==> src/rtl/ild_pkg.sv <==
package ild_pkg;

  typedef enum logic [1:0] {
    ST_OPC   = 2'd0,
    ST_MODRM = 2'd1,
    ST_SIB   = 2'd2,
    ST_TAIL  = 2'd3
  } ild_state_e;

  typedef struct packed {
    logic       known;
    logic       is_rep;
    logic       is_rex;
    logic       needs_modrm;
    logic       grp_ext;
    logic       grp_f7;
    logic [2:0] imm;
  } opc_info_t;

  // displacement bytes implied by a ModR/M byte
  function automatic logic [2:0] disp_of_modrm(input logic [1:0] md, input logic [2:0] rm);
    case (md)
      2'b01:   return 3'd1;
      2'b10:   return 3'd4;
      2'b00:   return (rm == 3'b101) ? 3'd4 : 3'd0;
      default: return 3'd0;
    endcase
  endfunction

  function automatic logic sib_follows(input logic [1:0] md, input logic [2:0] rm);
    return (md != 2'b11) && (rm == 3'b100);
  endfunction

  // extra displacement implied by a SIB base field
  function automatic logic [2:0] disp_of_sib(input logic [1:0] md, input logic [2:0] base);
    return (md == 2'b00 && base == 3'b101) ? 3'd4 : 3'd0;
  endfunction

endpackage

==> src/rtl/ild_opclass.sv <==
module ild_opclass
  import ild_pkg::*;
(
  input  logic       mode64,
  input  logic [7:0] b,
  output opc_info_t  info
);

  always_comb begin
    info = '0;
    if (b inside {[8'h40:8'h4F]}) begin
      info.known  = 1'b1;
      info.is_rex = mode64;
    end else if (b inside {[8'h50:8'h57], 8'h99, 8'hA4}) begin
      info.known = 1'b1;
    end else begin
      case (b)
        8'hF3: begin info.known = 1'b1; info.is_rep = 1'b1; end
        8'h68: begin info.known = 1'b1; info.imm = 3'd4; end
        8'h6A: begin info.known = 1'b1; info.imm = 3'd1; end
        8'h69: begin info.known = 1'b1; info.needs_modrm = 1'b1; info.imm = 3'd4; end
        8'h6B: begin info.known = 1'b1; info.needs_modrm = 1'b1; info.imm = 3'd1; end
        8'h81: begin info.known = 1'b1; info.needs_modrm = 1'b1; info.grp_ext = 1'b1; info.imm = 3'd4; end
        8'h83: begin info.known = 1'b1; info.needs_modrm = 1'b1; info.grp_ext = 1'b1; info.imm = 3'd1; end
        8'hF7: begin info.known = 1'b1; info.needs_modrm = 1'b1; info.grp_ext = 1'b1; info.grp_f7 = 1'b1; end
        8'hD1: begin info.known = 1'b1; info.needs_modrm = 1'b1; info.grp_ext = 1'b1; end
        8'h01, 8'h03, 8'h89, 8'h8B: begin info.known = 1'b1; info.needs_modrm = 1'b1; end
        default: info = '0;
      endcase
    end
  end

endmodule

==> src/rtl/ild_addr_eval.sv <==
module ild_addr_eval
  import ild_pkg::*;
(
  input  logic [1:0] cur_md,
  input  logic [2:0] cur_lo,
  input  logic [1:0] saved_md,
  output logic       need_sib,
  output logic [2:0] d_modrm,
  output logic [2:0] d_sib
);

  assign need_sib = sib_follows(cur_md, cur_lo);
  assign d_modrm  = disp_of_modrm(cur_md, cur_lo);
  assign d_sib    = disp_of_sib(saved_md, cur_lo);

endmodule

==> src/rtl/ild_top.sv <==
module ild_top
  import ild_pkg::*;
#(
  parameter int LEN_W = 4
) (
  input  logic             clk,
  input  logic             rst_n,
  input  logic             mode64,
  input  logic             in_valid,
  input  logic [7:0]       in_byte,
  output logic             in_ready,
  output logic             done,
  output logic             err,
  output logic [LEN_W-1:0] len,
  output logic [7:0]       opcode,
  output logic             rep,
  output logic             rex_seen,
  output logic             rex_w,
  output logic             has_modrm,
  output logic [1:0]       mod_f,
  output logic [3:0]       reg_f,
  output logic [3:0]       rm_f,
  output logic             reg_is_ext,
  output logic             has_sib,
  output logic [2:0]       disp_sz,
  output logic [2:0]       imm_sz
);

  localparam logic [LEN_W-1:0] ONE = LEN_W'(1);

  function automatic logic [LEN_W-1:0] len_sum(input logic [LEN_W-1:0] p, input logic hm,
                                               input logic hs, input logic [2:0] d,
                                               input logic [2:0] im);
    return p + ONE + LEN_W'(hm) + LEN_W'(hs) + LEN_W'(d) + LEN_W'(im);
  endfunction

  function automatic logic [3:0] tail_of(input logic [2:0] d, input logic [2:0] im);
    return {1'b0, d} + {1'b0, im};
  endfunction

  ild_state_e       st_q;
  logic [LEN_W-1:0] cnt_q, pfx_q;
  logic [3:0]       left_q;
  logic             f7_q, ext_pend_q;
  logic             rex_r_q, rex_b_q, rex_w_q;

  opc_info_t  ci;
  logic       need_sib;
  logic [2:0] d_modrm, d_sib;

  ild_opclass u_cls (.mode64(mode64), .b(in_byte), .info(ci));

  ild_addr_eval u_addr (
    .cur_md(in_byte[7:6]), .cur_lo(in_byte[2:0]), .saved_md(mod_f),
    .need_sib(need_sib), .d_modrm(d_modrm), .d_sib(d_sib)
  );

  // named events
  wire acc     = in_valid & in_ready;
  wire fresh   = (st_q == ST_OPC) && (cnt_q == '0);
  wire bad_op  = acc && (st_q == ST_OPC) && !ci.known;
  wire rb_eff  = fresh ? 1'b0 : rex_b_q;
  wire rr_eff  = fresh ? 1'b0 : rex_r_q;
  wire [LEN_W-1:0] pfx_eff = fresh ? '0 : pfx_q;
  wire [2:0] imm_f7      = (f7_q && in_byte[5:4] == 2'b00) ? 3'd4 : imm_sz;
  wire [3:0] tail_modrm  = tail_of(d_modrm, imm_f7);
  wire [3:0] tail_sib    = tail_of(disp_sz + d_sib, imm_sz);

  assign in_ready = 1'b1;
  assign rex_w    = rex_w_q;

  always_ff @(posedge clk) begin
    if (!rst_n) begin
      st_q <= ST_OPC; cnt_q <= '0; pfx_q <= '0; left_q <= '0;
      f7_q <= 1'b0; ext_pend_q <= 1'b0;
      rex_r_q <= 1'b0; rex_b_q <= 1'b0; rex_w_q <= 1'b0;
      done <= 1'b0; err <= 1'b0; len <= '0; opcode <= '0;
      rep <= 1'b0; rex_seen <= 1'b0; has_modrm <= 1'b0; mod_f <= '0;
      reg_f <= '0; rm_f <= '0; reg_is_ext <= 1'b0; has_sib <= 1'b0;
      disp_sz <= '0; imm_sz <= '0;
    end else begin
      done <= 1'b0;
      err  <= 1'b0;
      if (acc) begin
        cnt_q <= cnt_q + ONE;
        case (st_q)
          ST_OPC: begin
            if (fresh) begin
              rep <= 1'b0; rex_seen <= 1'b0; rex_w_q <= 1'b0; rex_r_q <= 1'b0; rex_b_q <= 1'b0;
              pfx_q <= '0; has_modrm <= 1'b0; mod_f <= '0; reg_f <= '0; rm_f <= '0;
              reg_is_ext <= 1'b0; has_sib <= 1'b0; disp_sz <= '0; imm_sz <= '0;
            end
            if (bad_op) begin
              err <= 1'b1; done <= 1'b1; len <= ONE; cnt_q <= '0; opcode <= in_byte;
              rep <= 1'b0; rex_seen <= 1'b0; rex_w_q <= 1'b0; rex_r_q <= 1'b0; rex_b_q <= 1'b0;
              pfx_q <= '0; has_modrm <= 1'b0; mod_f <= '0; reg_f <= '0; rm_f <= '0;
              reg_is_ext <= 1'b0; has_sib <= 1'b0; disp_sz <= '0; imm_sz <= '0;
            end else if (ci.is_rep) begin
              rep <= 1'b1; pfx_q <= pfx_eff + ONE;
              rex_seen <= 1'b0; rex_w_q <= 1'b0; rex_r_q <= 1'b0; rex_b_q <= 1'b0;
            end else if (ci.is_rex) begin
              pfx_q <= pfx_eff + ONE; rex_seen <= 1'b1;
              rex_w_q <= in_byte[3]; rex_r_q <= in_byte[2]; rex_b_q <= in_byte[0];
            end else begin
              opcode <= in_byte; imm_sz <= ci.imm;
              f7_q <= ci.grp_f7; ext_pend_q <= ci.grp_ext;
              if (ci.needs_modrm) begin
                st_q <= ST_MODRM;
              end else begin
                if (in_byte[7:4] == 4'h4 || in_byte[7:4] == 4'h5) rm_f <= {rb_eff, in_byte[2:0]};
                if (ci.imm != 3'd0) begin
                  left_q <= {1'b0, ci.imm}; st_q <= ST_TAIL;
                end else begin
                  done <= 1'b1; len <= cnt_q + ONE; cnt_q <= '0;
                end
              end
            end
          end
          ST_MODRM: begin
            has_modrm <= 1'b1; mod_f <= in_byte[7:6];
            reg_is_ext <= ext_pend_q;
            reg_f <= {ext_pend_q ? 1'b0 : rr_eff, in_byte[5:3]};
            rm_f  <= {rb_eff, in_byte[2:0]};
            imm_sz <= imm_f7;
            if (need_sib) begin
              disp_sz <= d_modrm; st_q <= ST_SIB;
            end else begin
              disp_sz <= d_modrm;
              if (tail_modrm == 4'd0) begin
                done <= 1'b1; len <= cnt_q + ONE; cnt_q <= '0; st_q <= ST_OPC;
              end else begin
                left_q <= tail_modrm; st_q <= ST_TAIL;
              end
            end
          end
          ST_SIB: begin
            has_sib <= 1'b1;
            disp_sz <= disp_sz + d_sib;
            if (tail_sib == 4'd0) begin
              done <= 1'b1; len <= cnt_q + ONE; cnt_q <= '0; st_q <= ST_OPC;
            end else begin
              left_q <= tail_sib; st_q <= ST_TAIL;
            end
          end
          default: begin
            if (left_q == 4'd1) begin
              done <= 1'b1; len <= cnt_q + ONE; cnt_q <= '0; st_q <= ST_OPC; left_q <= '0;
            end else begin
              left_q <= left_q - 4'd1;
            end
          end
        endcase
      end
    end
  end

  AST_ERR_LEN_ONE: assert property (@(posedge clk) disable iff (!rst_n)
    err |-> (done && len == ONE && !has_modrm && !rep));
  AST_LEN_SUM: assert property (@(posedge clk) disable iff (!rst_n)
    (done && !err) |-> (len == len_sum(pfx_q, has_modrm, has_sib, disp_sz, imm_sz)));
  AST_SIB_ESCAPE: assert property (@(posedge clk) disable iff (!rst_n)
    (done && has_sib) |-> (has_modrm && mod_f != 2'b11 && rm_f[2:0] == 3'b100));
  AST_REGDIRECT_NODISP: assert property (@(posedge clk) disable iff (!rst_n)
    (done && has_modrm && mod_f == 2'b11) |-> (disp_sz == 3'd0 && !has_sib));
  AST_EXT_NO_WIDEN: assert property (@(posedge clk) disable iff (!rst_n)
    (done && reg_is_ext) |-> !reg_f[3]);
  AST_NO_MODRM_NO_ADDR: assert property (@(posedge clk) disable iff (!rst_n)
    (done && !has_modrm) |-> (!has_sib && disp_sz == 3'd0));
  AST_TAIL_NONZERO: assert property (@(posedge clk) disable iff (!rst_n)
    (st_q == ST_TAIL) |-> (left_q != 4'd0));
  AST_IDLE_HOLDS: assert property (@(posedge clk) disable iff (!rst_n)
    !in_valid |=> (!done && $stable(cnt_q)));

endmodule

==> config.mk <==
export PLATFORM = sky130hd
export DESIGN_NAME = ild_top
export DESIGN_NICKNAME = d
export VERILOG_FILES = /design/src/rtl/ild_pkg.sv /design/src/rtl/ild_opclass.sv /design/src/rtl/ild_addr_eval.sv /design/src/rtl/ild_top.sv
export SDC_FILE = /design/constraint.sdc
export NUM_CORES = 1
export LEC_CHECK = 0
export ABC_AREA = 1
export BUFFER_PORTS_ARGS = -buffer_cell sky130_fd_sc_hd__clkbuf_2
export CAP_MARGIN = 20
export CORE_MARGIN = 2
export CORE_UTILIZATION = 25
export DETAILED_ROUTE_END_ITERATION = 8
export GPL_TIMING_DRIVEN = 1
export PLACE_DENSITY = 0.46
export SYNTH_ARGS = -nofsm -noshare
export SYNTH_HDL_FRONTEND = slang
export SYNTH_HIERARCHICAL = 1
export SYNTH_SLANG_ARGS = --single-unit
==> constraint.sdc <==
create_clock -name clk -period 2.95 [get_ports clk]
set_input_delay 0.295 -clock clk [delete_from_list [all_inputs] [get_ports clk]]
set_output_delay 0.295 -clock clk [all_outputs]
set_load 0.05 [all_outputs]
==> run summary, run 1 <==
Run status
- completed — result of the run

Layout
- 16.9% — area delta synth->final
- 30.1% — fraction of the core area covered by cells at the end of the flow
- 768 — post-route non-filler standard cell count
- 0 — diode insertion count for antenna repair
- 1,472 — fill cell total of the finished layout
- 621 — net count reported at finish
- 16.6% — share of post-route cells with drive strength above 1

Synthesis
- 6 — Ys Warns
- 6.28 um2 — post-synthesis average cell area
- 546 — post-synthesis cell count
- 50 — post-synthesis sequential element count
- 0 — number of synthesized flops with an enable pin
- 29.2% — sequential-to-total area share from yosys stat
- sky130_fd_sc_hd__dfxtp_1 — dominant register cell in the synthesized netlist
- 0% — proportion of register bits with asynchronous set or reset after synthesis
- 43 — number of library cell types mapped by synthesis
- 0.00343 mm2 — synthesized area

Timing
- 88.0% — portion of the clock cycle consumed by the worst path in the final layout
- 0 — setup-violating endpoint count in the final report
- 58.7% — worst-case headroom to the max-slew limit
- 0 — Fin. Hold Viols
- 0.620 ns — Least-Margin Pin Slew
- 0 ns — total negative slack
- 0.00689 ns — skew final
- 2.60 ns — final critical delay including setup and external delays
- no — RSZ-0062 raised after global routing
- 0 — number of max-slew violations in the final report
- 0.385 GHz — fmax

Routing
- 13.0 um — routed wirelength normalized by instance count
- 4.48 — drt via density
- 0 — count of unresolved DRC violations after routing
- 3,440 — number of vias after detailed routing
- 9980 um — Routed Wire Length
- 0 — number of nets with antenna violations after detailed routing
- 4 — first drt pass iteration count
- 151 — DRT iter0 DRCs

Global routing
- 25 — largest net degree at the start of global routing
- 3,439 — vias in the first global route
- 0 — overflow left after global routing
- 0 — antenna violations before repair
- 14.5% — All-Layer GR Usage
- 17,000 um — global-route wire length before repair

Worst setup path
- disp_sz[1]$_SDFFE_PN0P_ — Worst R2R Start
- register to register — category of the critical setup timing path
- 9 — Reg2Reg Depth
- register — CP Launch Type
- sky130_fd_sc_hd__fa_1 — slowest stage cell, crit path
- 0.35 ns — register-to-register setup slack
- sky130_fd_sc_hd__nand2_1 — cell occurring most often along the worst timing path
- 0.57 ns — delay of the slowest cell on the worst path
- cnt_q[2]$_SDFFE_PN0P_ — R2R Path End
- 8 — CP Max Fanout
- 3.14 ns — worst endpoint required time
- 2.79 ns — data arrival at the endpoint of the critical path
- fa_1 -> fa_1 -> or2_0 -> nor2_1 -> nand2_1 -> nand2_1 -> nand4_1 -> nand2_1 -> nand2_1 — Cell Chain, Critical Path
- register — endpoint class of the critical path

Power and ir drop
- 1.01 mW — net switching component of the power
- 39.3% — logic gate share of total power
- 1.91 nW — leakage dissipation
- 41.9% — switching power share of the total
- 27.8% — portion of total power attributed to the clock network
- 600 mW/mm2 — power density normalized to cell area
- 1.40 mW — internal power component
- 0.000329 V — worst IR drop on VDD
- 33.0% — Sequential Power Share
- 2.40 mW — Power, Total

Placed design
- 47 — quantity of I/O buffers inserted on ports
- 760 — number of instances in the placed design
- 0.920 — routability-driven placement congestion ratio
- 7860 um — Detailed Place HPWL

Clock network
- 0 — number of hold buffers added after cts
- sky130_fd_sc_hd__clkbuf_16 — clk root buf
- 0.30 ns — worst-skew pair later-pin latency
- 2 — deepest level of the CTS H-tree
- yes — clock tree from TritonCTS
- 0 — post-cts gate resize count
- 50 — number of sinks on the clock net
- 5 — total CTS buffers
- 0.07 ns — clock-pin transition on the worst setup and hold timing paths
- 2 — Bufs on Longest Clock Path
- 0 — Setup Buffers After CTS

Floorplanning
- 42 — row count
- 49 — top-level I/O count
- 25.8% — Initial Utilization
- 121 um — Die Y
- 0.0147 mm2 — Die Outline Area
- 0.0133 mm2 — area inside the core boundary
- 121 um — Die Span X

Min path
- input port to register — type of the tightest min-delay check
- rst_n — hold path start
- rex_w$_SDFFE_PN0P_ — terminating pin of the worst hold path
- 3 — Hold Path Stages

Flow run
- 0 — MaxCap Viol Count

[per-stage QoR]
step                cell area, um2  worst slack (ns)  hold WS (ns)
finish                        4010             0.354         0.259
global route                  4010             0.147         0.273
CTS                           4010             0.364         0.252
detailed placement            3840             0.335         0.453
global placement              3840             0.382         0.451
floorplan                     3430             0.442         0.433
[worst max-delay path by stage]
stage | startpoint | endpoint | slack (ns) | cells past startpoint
after global placement | in_byte[2] | cnt_q[0]$_SDFFE_PN0P_ | 0.38 | 17
after CTS | disp_sz[1]$_SDFFE_PN0P_ | cnt_q[2]$_SDFFE_PN0P_ | 0.36 | 9
after global routing | disp_sz[1]$_SDFFE_PN0P_ | len[3]$_SDFFE_PN0P_ | 0.15 | 10
after floorplan | disp_sz[1]$_SDFFE_PN0P_ | cnt_q[0]$_SDFFE_PN0P_ | 0.44 | 9
after detailed placement | in_byte[2] | cnt_q[0]$_SDFFE_PN0P_ | 0.34 | 17
final | disp_sz[1]$_SDFFE_PN0P_ | cnt_q[2]$_SDFFE_PN0P_ | 0.35 | 9
[synth_stat cells, types with 2 or more instances]
library cell	number	area share, %
sky130_fd_sc_hd__a21oi_1	36	5.3
sky130_fd_sc_hd__a32oi_1	2	0.51
sky130_fd_sc_hd__buf_2	3	0.44
sky130_fd_sc_hd__buf_4	5	1.1
sky130_fd_sc_hd__clkbuf_1	7	0.77
sky130_fd_sc_hd__clkinv_1	2	0.22
sky130_fd_sc_hd__conb_1	3	0.33
sky130_fd_sc_hd__dfxtp_1	50	29
sky130_fd_sc_hd__fa_1	3	1.8
sky130_fd_sc_hd__ha_1	15	5.5
sky130_fd_sc_hd__inv_1	61	6.7
sky130_fd_sc_hd__inv_2	11	1.2
sky130_fd_sc_hd__nand2_1	150	16
sky130_fd_sc_hd__nand2_2	8	1.5
sky130_fd_sc_hd__nand2_4	3	0.99
sky130_fd_sc_hd__nand3_1	31	4.5
sky130_fd_sc_hd__nand3_2	2	0.58
sky130_fd_sc_hd__nand3b_1	2	0.44
sky130_fd_sc_hd__nand4_1	10	1.8
sky130_fd_sc_hd__nor2_1	75	8.2
sky130_fd_sc_hd__nor2_2	6	1.1
sky130_fd_sc_hd__nor2_4	4	1.3
sky130_fd_sc_hd__nor3_1	2	0.29
sky130_fd_sc_hd__o21ai_0	25	3.7
sky130_fd_sc_hd__o21ai_1	9	1.3
sky130_fd_sc_hd__xnor2_1	3	0.77
sky130_fd_sc_hd__xor2_1	2	0.51
[layer usage]
metal / share of wire, % / up-vias / wire length (um) / global-route usage [%]
met5: 0 / - / 0 / 0
met4: 1.4 / 0 / 142 / 4.58
met3: 3.2 / 9 / 323 / 2.63
met2: 47 / 65 / 4700 / 24.4
met1: 48 / 1555 / 4820 / 18.8
li1: - / 1811 / - / -
[placed cells by master (no fill, tap or decap), drive strengths merged, types with 2 or more instances in the layout]
master  instances
nor2           85
nand2         161
dfxtp          50
nand4          10
buf             4
or2             3
fa              3
and2            2
a21oi          37
nor3            3
nand3          33
ha             15
a32oi           2
xor2            2
nand3b          2
o21ai          35
xnor2           3
clkinv          2
conb            5
inv            72
clkbuf         53
[critical path: cells and delay by family (launching register included)]
| kind | cells | cell delay [ns] |
|---|---|---|
| adder cells (fa/ha/maj) | 2 | 1.10 |
| AND/OR/NAND/NOR | 7 | 1.05 |
| flip-flops | 1 | 0.34 |
[layout make-up]
| type | count | area, um2 | area share, % |
|---|---|---|---|
| flip-flops and latches | 50 | 1000 | 25.0 |
| clock buffers | 6 | 129 | 3.22 |
| multi-input cells | 409 | 2080 | 51.8 |
| inverters | 74 | 278 | 6.93 |
| well taps | 176 | 220 | 5.49 |
| clock inverters | 2 | 37.5 | 0.937 |
| repair buffers | 51 | 265 | 6.62 |
[kinds of logic after synthesis]
kind of cell	synth area share, %
AO/OA/AOI/OAI	12.7
AND/OR/NAND/NOR	38.8
adder cells (fa/ha/maj)	7.23
buffers and inverters	10.4
flip-flops	29.2
other	0.329
XOR/XNOR	1.28
[power by group through the flow]
stage	Sequential, mW	Clock, mW	Combinational (mW)
floorplan	0.987	0	0.538
global placement	0.808	0	0.944
detailed placement	0.809	0	0.946
CTS	0.794	0.696	0.951
global route	0.802	0.714	1.06
finish	0.793	0.668	0.944
[sequential cells by signal, indices dropped and copies added (netlist names), 2 cells and up]
register and cells:
cnt_q 4, mod_f 2, left_q 4, len 4, reg_f 4, st_q 2
rm_f 4, opcode 8, disp_sz 3, imm_sz 3
Note: power is estimated with default switching activity, not from simulation.
==> run 2: changes to the inputs <==
- PLACE_DENSITY: 0.46 -> 0.48
- clock period: 2.95 -> 2.2 ns (I/O delays scaled with it)
==> run summary, run 2 (synthesis results as in run 1) <==
Clock network
- sky130_fd_sc_hd__clkbuf_16 — clk root buf, unchanged
- 50 — number of sinks on the clock net, unchanged
- yes — clock tree from TritonCTS, unchanged
- 0.30 ns — worst-skew pair later-pin latency, about the same
- 0.07 ns — clock-pin transition on the worst setup and hold timing paths, about the same
- 2 — Bufs on Longest Clock Path, unchanged
- 0 — number of hold buffers added after cts, unchanged
- 2 — deepest level of the CTS H-tree, unchanged
- 5 — total CTS buffers, unchanged

Timing
- 0.00751 ns — skew final, was 0.00689 ns
- 0 — Fin. Hold Viols, unchanged
- 0.499 ns — Least-Margin Pin Slew, was 0.620 ns
- 66.4% — worst-case headroom to the max-slew limit, was 58.7%
- yes — RSZ-0062 raised after global routing, was no
- 104% — portion of the clock cycle consumed by the worst path in the final layout, was 88.0%
- -0.0814 ns — setup slack of the critical path after layout, was 0.354 ns
- 0.438 GHz — fmax, was 0.385 GHz
- 2.28 ns — final critical delay including setup and external delays, was 2.60 ns
- 0 — number of max-slew violations in the final report, unchanged
- 10 — setup-violating endpoint count in the final report, was 0

Power and ir drop
- 0.000334 V — worst IR drop on VDD, was 0.000329 V
- 749 mW/mm2 — power density normalized to cell area, was 600 mW/mm2
- 2.20 nW — leakage dissipation, was 1.91 nW

Layout
- opcode — Top reg by flops, unchanged
- 28.6% — share of post-route cells with drive strength above 1, was 16.6%
- 8 — max reg flops, unchanged
- 823 — post-route non-filler standard cell count, was 768
- 33.5% — area delta synth->final, was 16.9%
- 0.00101 mm2 — sequential cell area in the final layout, was 0.00100 mm2
- sky130_fd_sc_hd__nand2_1 — most common library cell in the layout ignoring fill and taps, unchanged
- 145 x sky130_fd_sc_hd__nand2_1, 70 x sky130_fd_sc_hd__nor2_1, 60 x sky130_fd_sc_hd__inv_1, 57 x sky130_fd_sc_hd__buf_4, 47 x sky130_fd_sc_hd__clkbuf_2 — most frequent cells in the layout, was 150 x sky130_fd_sc_hd__nand2_1, 75 x sky130_fd_sc_hd__nor2_1, 61 x sky130_fd_sc_hd__inv_1, 50 x sky130_fd_sc_hd__dfxtp_1, 47 x sky130_fd_sc_hd__clkbuf_2
- 676 — net count reported at finish, was 621
- 0 — diode insertion count for antenna repair, unchanged
- 0.00219 mm2 — footprint of the multi-input gates, was 0.00208 mm2
- 1,459 — fill cell total of the finished layout, was 1,472
- 0.00457 mm2 — final standard cell area without fillers, was 0.00401 mm2

Global routing
- 18.7% — met1 global-route usage, was 18.8%
- 2.26% — grt met3 use, was 2.63%
- 14.8% — All-Layer GR Usage, was 14.5%
- 3,532 — vias in the first global route, was 3,439
- met2 — routing layer with the top usage in global route, unchanged
- 25.8% — routing usage on met2, was 24.4%
- 27 — largest net degree at the start of global routing, was 25
- 17,300 um — global-route wire length before repair, was 17,000 um
- 0 — overflow left after global routing, unchanged
- 0 — antenna violations before repair, unchanged

Worst setup path
- sky130_fd_sc_hd__fa_1 — slowest stage cell, crit path, unchanged
- cnt_q[3]$_SDFFE_PN0P_ — critical path endpoint, was cnt_q[2]$_SDFFE_PN0P_
- 9 — number of gates on the worst path with buffers counted, unchanged
- 0.50 ns — delay of the slowest cell on the worst path, was 0.57 ns
- register — endpoint class of the critical path, unchanged
- register to register — category of the critical setup timing path, unchanged
- register — CP Launch Type, unchanged
- disp_sz[1]$_SDFFE_PN0P_ — Worst R2R Start, unchanged
- sky130_fd_sc_hd__nand2_1 — cell occurring most often along the worst timing path, unchanged
- cnt_q[3]$_SDFFE_PN0P_ — R2R Path End, was cnt_q[2]$_SDFFE_PN0P_
- 2.48 ns — data arrival at the endpoint of the critical path, was 2.79 ns
- adder cells — cell family contributing the most delay on the critical path, unchanged
- disp_sz[1]$_SDFFE_PN0P_ — Critical path origin, unchanged
- -0.08 ns — register-to-register setup slack, was 0.35 ns
- fa_1 -> fa_2 -> or2_0 -> nor2_2 -> nand2_1 -> nand2_2 -> nand4_1 -> nand2_1 -> nand2_1 — Cell Chain, Critical Path, was fa_1 -> fa_1 -> or2_0 -> nor2_1 -> nand2_1 -> nand2_1 -> nand4_1 -> nand2_1 -> nand2_1
- 2.39 ns — worst endpoint required time, was 3.14 ns
- 0 — count of buffer and inverter cells on the critical path, unchanged
- 4 — CP Max Fanout, was 8
- 9 — Reg2Reg Depth, unchanged

Routing
- 10,500 um — Routed Wire Length, was 9980 um
- 3,653 — number of vias after detailed routing, was 3,440
- 4 — first drt pass iteration count, unchanged
- 4.44 — drt via density, was 4.48
- 153 — DRT iter0 DRCs, was 151
- 0 — number of nets with antenna violations after detailed routing, unchanged
- 0 — count of unresolved DRC violations after routing, unchanged
- 12.7 um — routed wirelength normalized by instance count, was 13.0 um

Min path
- 4 — Hold Path Stages, was 3
- in_byte[5] — hold path start, was rst_n
- input port to register — type of the tightest min-delay check, unchanged

Floorplanning
- 25.8% — Initial Utilization, unchanged
- 49 — top-level I/O count, unchanged
- 0.0133 mm2 — area inside the core boundary, unchanged
- 0.0147 mm2 — Die Outline Area, unchanged
- 121 um — Die Y, unchanged
- 42 — row count, unchanged
- 121 um — Die Span X, unchanged

Placed design
- 47 — quantity of I/O buffers inserted on ports, unchanged
- 8360 um — Detailed Place HPWL, was 7860 um
- 0.00427 mm2 — Placed Instance Area, was 0.00384 mm2
- 812 — number of instances in the placed design, was 760
- 0.857 — routability-driven placement congestion ratio, was 0.920

Flow run
- 0 — MaxCap Viol Count, unchanged

Run status
- negative setup slack — failing checks
- finished, violations left — result of the run, was completed

run 2: cell count changes in the layout (fill, tap and decap cells not counted), moves of 5 or more:
| cell | delta |
|---|---|
| sky130_fd_sc_hd__buf_4 | +53 |
| sky130_fd_sc_hd__dfxtp_1 | -6 |
| sky130_fd_sc_hd__ha_1 | -5 |
| sky130_fd_sc_hd__nand2_1 | -5 |
| sky130_fd_sc_hd__nand2_2 | +5 |
| sky130_fd_sc_hd__nor2_1 | -5 |
run 2: per-layer routing:
| layer | wire length [um] | vias up |
|---|---|---|
| met5 | 0 | - |
| met1 | 4910 | 1675 |
| li1 | - | 1922 |
| met3 | 270 | 10 |
| met4 | 145 | 0 |
| met2 | 5130 | 46 |
run 2: repair_timing:
item | CTS | global route
pin swaps | 2 | 8
gates resized for setup | 3 | 25
cloned | 0 | 0
setup buffers | 1 | 2
endpoints found under the setup margin | 14 | 20
hold endpoints to repair | 0 | 0
run 2: worst min-delay path by stage:
| stage | end | slack [ns] |
|---|---|---|
| after floorplan | mod_f[0]$_SDFFE_PN0P_ | 0.36 |
| after global placement | left_q[1]$_SDFFE_PN0P_ | 0.45 |
| after CTS | opcode[5]$_SDFFE_PN0P_ | 0.26 |
| final | opcode[5]$_SDFFE_PN0P_ | 0.28 |
| after detailed placement | reg_f[2]$_SDFFE_PN0P_ | 0.46 |
| after global routing | opcode[5]$_SDFFE_PN0P_ | 0.31 |
run 2: layout make-up:
type,count,area share (%)
Timing Repair Buffer,106,15.4
Multi-Input combinational cell,409,48.0
Clock buffer,6,2.82
Inverter,74,6.07
Clock inverter,2,0.793
Sequential cell,50,22.2
Tap cell,176,4.81
run 2: per-stage QoR:
stage / hold WS [ns] / worst slack [ns] / util, % / power (mW) / setup TNS [ns]
2_1_floorplan: 0.355 / -0.0308 / - / 2.04 / -0.236
3_3_place_gp: 0.451 / -0.132 / 32.1 / 2.49 / -1.54
3_5_place_dp: 0.459 / -0.167 / 32.1 / 2.50 / -1.85
4_1_cts: 0.260 / -0.0978 / 33.6 / 3.42 / -0.971
5_1_grt: 0.313 / -0.175 / 34.4 / 3.66 / -1.84
6_report: 0.283 / -0.0814 / 34.4 / 3.43 / -0.657
run 2: power by group:
part           switching (mW)  internal (mW)  total (mW)  leakage (nW)
registers              0.0626           1.00        1.06         0.411
logic                   0.979          0.479        1.46          1.71
clock network           0.364          0.539       0.903        0.0814
total                    1.41           2.02        3.43          2.20
run 2: tightest hold or removal path: cells and delay by family:
kind,cells,cell delay (ns)
buffers and inverters,3,0.27
AOI/OAI and AO/OA,1,0.05
